===== src/rtl/rstcause_pkg.sv =====
package rstcause_pkg;
  localparam int FLAG_W = 4;
  localparam int IDX_POR = 0;
  localparam int IDX_EXT = 1;
  localparam int IDX_BOR = 2;
  localparam int IDX_WDT = 3;

  typedef struct packed {
    logic [FLAG_W-1:0] setMask;
    logic [FLAG_W-1:0] clrMask;
    logic              porWipe;
  } flagCmd_t;
endpackage


===== src/rtl/rstcause_ctrl.sv =====
module rstcause_ctrl
  import rstcause_pkg::*;
#(
  parameter int ADDR_W = 8,
  parameter int DATA_W = 8,
  parameter logic [ADDR_W-1:0] REG_ADDR = 8'h54
) (
  input  logic              porEvt,
  input  logic              borEvt,
  input  logic              extEvt,
  input  logic              wdtEvt,
  input  logic [ADDR_W-1:0] busAddr,
  input  logic              busWrEn,
  input  logic [DATA_W-1:0] busWrData,
  output flagCmd_t          cmd,
  output logic              addrHit
);
  logic writeHit;

  always_comb begin
    addrHit  = (busAddr == REG_ADDR);
    writeHit = busWrEn && addrHit;

    cmd.setMask          = '0;
    cmd.setMask[IDX_POR] = porEvt;
    cmd.setMask[IDX_EXT] = extEvt;
    cmd.setMask[IDX_BOR] = borEvt;
    cmd.setMask[IDX_WDT] = wdtEvt;

    // Zero-written bits clear; one-written bits are left alone.
    cmd.clrMask = writeHit ? ~busWrData[FLAG_W-1:0] : '0;
    cmd.porWipe = porEvt;
  end
endmodule


===== src/rtl/rstcause_dp.sv =====
module rstcause_dp
  import rstcause_pkg::*;
#(
  parameter int DATA_W = 8
) (
  input  logic              clk,
  input  flagCmd_t          cmd,
  input  logic              addrHit,
  output logic [FLAG_W-1:0] flagState,
  output logic [DATA_W-1:0] rdData
);
  localparam logic [FLAG_W-1:0] WIPE_MASK = {{(FLAG_W-1){1'b1}}, 1'b0};

  logic [FLAG_W-1:0] flagQ;
  logic [FLAG_W-1:0] keepMask;
  logic [FLAG_W-1:0] flagNext;

  always_comb begin
    keepMask = ~cmd.clrMask & ~(cmd.porWipe ? WIPE_MASK : '0);
    // Sets are applied last, so an event always beats a clear.
    flagNext = (flagQ & keepMask) | cmd.setMask;
  end

  // Kept out of every reset domain; only the power-on event defines it.
  always_ff @(posedge clk) begin
    flagQ <= flagNext;
  end

  generate
    if (DATA_W > FLAG_W) begin : gWide
      assign rdData = addrHit ? {{(DATA_W-FLAG_W){1'b0}}, flagQ} : '0;
    end else begin : gNarrow
      assign rdData = addrHit ? flagQ[DATA_W-1:0] : '0;
    end
  endgenerate

  assign flagState = flagQ;
endmodule


===== src/rtl/reset_cause_reg.sv =====
module reset_cause_reg
  import rstcause_pkg::*;
#(
  parameter int ADDR_W = 8,
  parameter int DATA_W = 8,
  parameter logic [ADDR_W-1:0] REG_ADDR = 8'h54
) (
  input  logic              clk,
  input  logic              sysRstN,
  input  logic              porEvt,
  input  logic              borEvt,
  input  logic              extEvt,
  input  logic              wdtEvt,
  input  logic [ADDR_W-1:0] busAddr,
  input  logic              busWrEn,
  input  logic [DATA_W-1:0] busWrData,
  output logic [DATA_W-1:0] busRdData
);
  flagCmd_t          cmd;
  logic              addrHit;
  logic [FLAG_W-1:0] flagState;
  logic              unusedRst;

  assign unusedRst = sysRstN;

  rstcause_ctrl #(.ADDR_W(ADDR_W), .DATA_W(DATA_W), .REG_ADDR(REG_ADDR)) uCtrl (
    .porEvt(porEvt), .borEvt(borEvt), .extEvt(extEvt), .wdtEvt(wdtEvt),
    .busAddr(busAddr), .busWrEn(busWrEn), .busWrData(busWrData),
    .cmd(cmd), .addrHit(addrHit)
  );

  rstcause_dp #(.DATA_W(DATA_W)) uDp (
    .clk(clk), .cmd(cmd), .addrHit(addrHit),
    .flagState(flagState), .rdData(busRdData)
  );
endmodule


===== config.mk =====
export PLATFORM = sky130hd
export DESIGN_NAME = reset_cause_reg
export DESIGN_NICKNAME = d
export VERILOG_FILES = /design/src/rtl/rstcause_pkg.sv /design/src/rtl/rstcause_ctrl.sv /design/src/rtl/rstcause_dp.sv /design/src/rtl/reset_cause_reg.sv
export SDC_FILE = /design/constraint.sdc
export NUM_CORES = 1
export LEC_CHECK = 0
export BUFFER_PORTS_ARGS = -buffer_cell sky130_fd_sc_hd__buf_4
export CORE_AREA = 5 5 42 44
export CTS_BUF_LIST = sky130_fd_sc_hd__clkbuf_16
export DETAILED_ROUTE_END_ITERATION = 8
export DIE_AREA = 0 0 47 49
export SKIP_LAST_GASP = 1
export SYNTH_ARGS = -nofsm -noshare
export SYNTH_HDL_FRONTEND = slang
export SYNTH_SLANG_ARGS = --single-unit

===== constraint.sdc =====
create_clock -name clk -period 1.65 [get_ports clk]
set_input_delay 0.4125 -clock clk [delete_from_list [all_inputs] [get_ports clk]]
set_output_delay 0.4125 -clock clk [all_outputs]
set_load 0.02 [all_outputs]

## Yosys cells after proc, flatten, opt, wreduce, memory -nomap -nowiden

Index checks and enable logic that the tools add are counted.

| word-level totals | value |
|---|---|
| output and inout port bits | 8 |
| word-level logic and storage cells | 12 |
| bits in registers | 4 |
| input bits | 23 |

| cells by class | value |
|---|---|
| bitwise gates (word level) | 6 |
| reductions and logical operators | 1 |
| multiplexer cells | 3 |
| eq/ne operators | 1 |

Operators by type and width:

| cell | count |
|---|---|
| 2-to-1 mux 4 bit | 3 |
| inverter 4 bit | 3 |
| AND 4 bit | 2 |
| == test 8 x 7 -> 1 bit, second input constant | 1 |
| OR 4 bit | 1 |
| logical AND 1 bit | 1 |

## Logic depth before layout (Yosys ltp)

| logic depth | value |
|---|---|
| word-level depth | 7 |
| depth in mapped cells | 3 |
| gate-level depth less buffers | 2 |

## Modules after synthesis

A second synthesis with hierarchy kept.

| second synthesis, totals | value |
|---|---|
| cells, all modules | 33 |
| area, all modules | 319.1 um2 |

By module, submodules not included:

| module | sequential area each (um2) | area each (um2) | instances | cells an instance |
|---|---|---|---|---|
| rstcause_dp | 80.1 | 183.9 | 1 | 21 |
| rstcause_ctrl | 0.0 | 135.1 | 1 | 12 |

## Worst setup path before layout

No wires, ideal clock.

| path | value |
|---|---|
| path kind | in2out |
| start point | input busAddr[3] |
| end point | output busRdData[0] |
| cell stages on the path | 3 |
| required time | 1.237 ns |
| path buffers | 1 |
| arrival time | 1.566 ns |
| setup slack | -0.328 ns |
| cell sequence | or4b_4 > buf_6 > nor3_1 |

| between the ends | value |
|---|---|
| longest elaborated chain between the ends | 2 |

RTL lines:

| what | line | source |
|---|---|---|
| start, declared | reset_cause_reg.sv:14 | `input logic [ADDR_W-1:0] busAddr,` |
| == test 8 x 7 -> 1 bit | rstcause_ctrl.sv:21 | `addrHit = (busAddr == REG_ADDR);` |
| 2-to-1 mux 4 bit | rstcause_dp.sv:31 | `assign rdData = addrHit ? {{(DATA_W-FLAG_W){1'b0}}, flagQ} : '0;` |
| end, declared | reset_cause_reg.sv:17 | `output logic [DATA_W-1:0] busRdData` |

No other way between the ends.

## Worst setup path after layout

| path | value |
|---|---|
| start point | input busAddr[3] |
| end point | output busRdData[1] |

The elaborated chain is that of the path after synthesis.

==> run metrics <==
compound-gate portion of the synthesized area=around 14%; WP data arrival=about 1500 ps; Mean Syn Cell Area=8.84 µm²; combinational fraction of design power=around an eighth; WL final=approximately 760 µm; Pwr Density=~940 nW/µm²; GRT Overall Usage=~7.9%; Initial DRC Count=0; Slew Limit Fails=0; Post-Synth XOR/XNOR Area=0%; layout cells sized above 1=63.6%; hold depth=2; DRC=0; Core Area=about 1400 µm²; routed vias/inst=between 4 and 5; CP Max Fanout=5; Fmax achieved=roughly 530 MHz; initial antenna violation count=0; Die X=47 µm; Fin Clk Skew=0 ps; FF+latch count, synth=4; placed cell area=around 490 µm²; met3 Usage GRT=roughly 4.4%; CP Capture Type=primary output; max FFs per register=4; worst path required time=about 1200 ps; CTS Buffer Depth=2; reg2reg path depth=2; Nets=80; DR pass1 iterations=1; Period Utilization, post-route=114%; Worst-path clk slew=around 30 ps; Flop pwr share=18.9%; Setup crit start=busAddr[3]; CTS tree=yes; H-tree levels=1; GR peak layer=met2; Post-Syn Area=between 200 and 300 µm²; Area growth, synth to finish=108%; yosys warns=0; sequential share of the synthesized area=28.3%; Max Cap Viol=0; total CTS buffers=3; setup slack, reg-to-reg=approximately 960 ps; violated checks=negative setup slack; M2 GR Usage=about a tenth; wire length of the first global-routing pass=roughly 1.2 mm; Hold/Removal Path Class=in2reg; RSZ-0062 raised after global routing=true; largest net degree at the start of global routing=9; routability cong.=around 0.68; final hold vios=0; port bufs=21; Ports=31; Post-Synth Adder-Cell Area=0%; largest family of logic cells by synthesized area=simple AND/OR/NAND/NOR gates; outcome=finished, violations left; Filler cells=between 150 and 200; post-synthesis mux area share=0%; clock share of power=between 60% and 70%; Hold EP=uDp.flagState[1]; Num Clock Sinks=4; Final Instance Area=588 µm²; Via Count=about 300; Initial Util=20.2%; ant diodes=0; Wirelength per Cell=roughly 11 µm; count of cell types in the netlist=12; Clock Latency Late Sink=about 230 ps; Die Ht=49 µm; Placement Setup Slack=-255 ps; post-CTS setup buffers=0; count of hold-fix buffers inserted at cts=0; Antenna Nets Post-Route=0; leakage power=between 0.2 and 0.3 nW; clk root buf=clkbuf_16; simple-gate area share of the yosys netlist=35.0%; Switching Fraction=18.0%; VDD IR max=0.532 mV; post-DP HPWL=approximately 600 µm; reg-to-reg startpoint=uDp.flagState[1]; internal cell power=around 460 µW; CP Launch Type=input pin; vias in the first global route=roughly 330; standard-cell rows=14; met1 GRT Util=8.59%; Remaining Overflow, GRT=0; Setup Viol. Count Final=4; final setup margin=-233 ps; Reg2Reg Capture Point=uDp.flagState[1]; die area=roughly 2300 µm²; critical path class=in2out; post-route minimum period=about 1900 ps; sw power=~100 µW; critical hold path startpoint=extEvt; Cells after Synth=32
Yosys cell counts, drive strengths merged:
cell type / instances / area share, %
buf: 5 / 15
nor2b: 3 / 6.6
nand4bb: 1 / 4.0
inv: 4 / 5.3
clkbuf: 1 / 1.3
nor3: 4 / 7.1
conb: 1 / 1.3
o32a: 4 / 14
or4b: 1 / 4.9
dfxtp: 4 / 28
or3b: 4 / 12
critical path: stages:
cell and delay (ps):
buf_6 90, or4b_4 620, nor3_4 220, buf_6 140
placed cells by master (no fill, tap or decap), types with 3 or more instances in the layout:
cell,n
inv_1,4
nor3_4,4
or3b_2,4
buf_6,7
buf_4,16
nor2b_1,3
conb_1,4
dfxtp_1,4
o32a_1,4
clkbuf_16,3
how the worst max path moves through the flow:
stage | cells past startpoint | end | slack, ps
after floorplan | 3 | busRdData[0] | -110
after global placement | 4 | busRdData[1] | -260
after detailed placement | 4 | busRdData[2] | -260
after CTS | 4 | busRdData[1] | -250
after global routing | 4 | busRdData[2] | -260
final | 4 | busRdData[1] | -230
cell families (layout without fill, tap and decap cells):
family          count (synthesis)  after routing
compound gates                  4              4
buf+inv                        10             30
flops                           4              4
other cells                     1              4
simple gates                   13             13
routing by layer:
metal	share of wire [%]	vias to the layer above	routed length (µm)
li1	-	152	-
met3	16	3	125
met1	37	123	282
met4	4.2	0	32
met2	42	23	319
met5	0	-	0
power by group through the flow:
stage | sequential [mW] | clock, mW | combinational (mW)
after global routing | 0.106 | 0.393 | 0.0777
after detailed placement | 0.106 | 0 | 0.0695
after floorplan | 0.106 | 0 | 0.0413
after global placement | 0.106 | 0 | 0.0686
after CTS | 0.105 | 0.386 | 0.0717
final | 0.105 | 0.379 | 0.0714
per-stage QoR:
stage                     hold slack, ps  TNS [ps]  util (%)  instances  total power [mW]
after CTS                            405      -963      41.7         71             0.562
after global placement               469     -1530      34.7         68             0.175
after detailed placement             477     -1540      34.7         68             0.175
final                                406      -778      42.0         71             0.555
after global routing                 415      -913      42.0         71             0.576
after floorplan                      459      -432         -         35             0.147
what timing repair did:
item	4_1_cts	5_1_grt
pin swaps	5	4
endpoints found under the setup margin	4	4
resized for setup	6	1
cell type report:
type / instances / area [µm²] / share of cell area (%)
Multi-Input combinational cell: 21 / 199 / 33.8
Timing Repair Buffer: 23 / 199 / 33.8
Sequential cell: 4 / 80.1 / 13.6
Clock buffer: 3 / 75.1 / 12.8
Tap cell: 16 / 20.0 / 3.40
Inverter: 4 / 15.0 / 2.55
(Power assumes the default switching activity.)
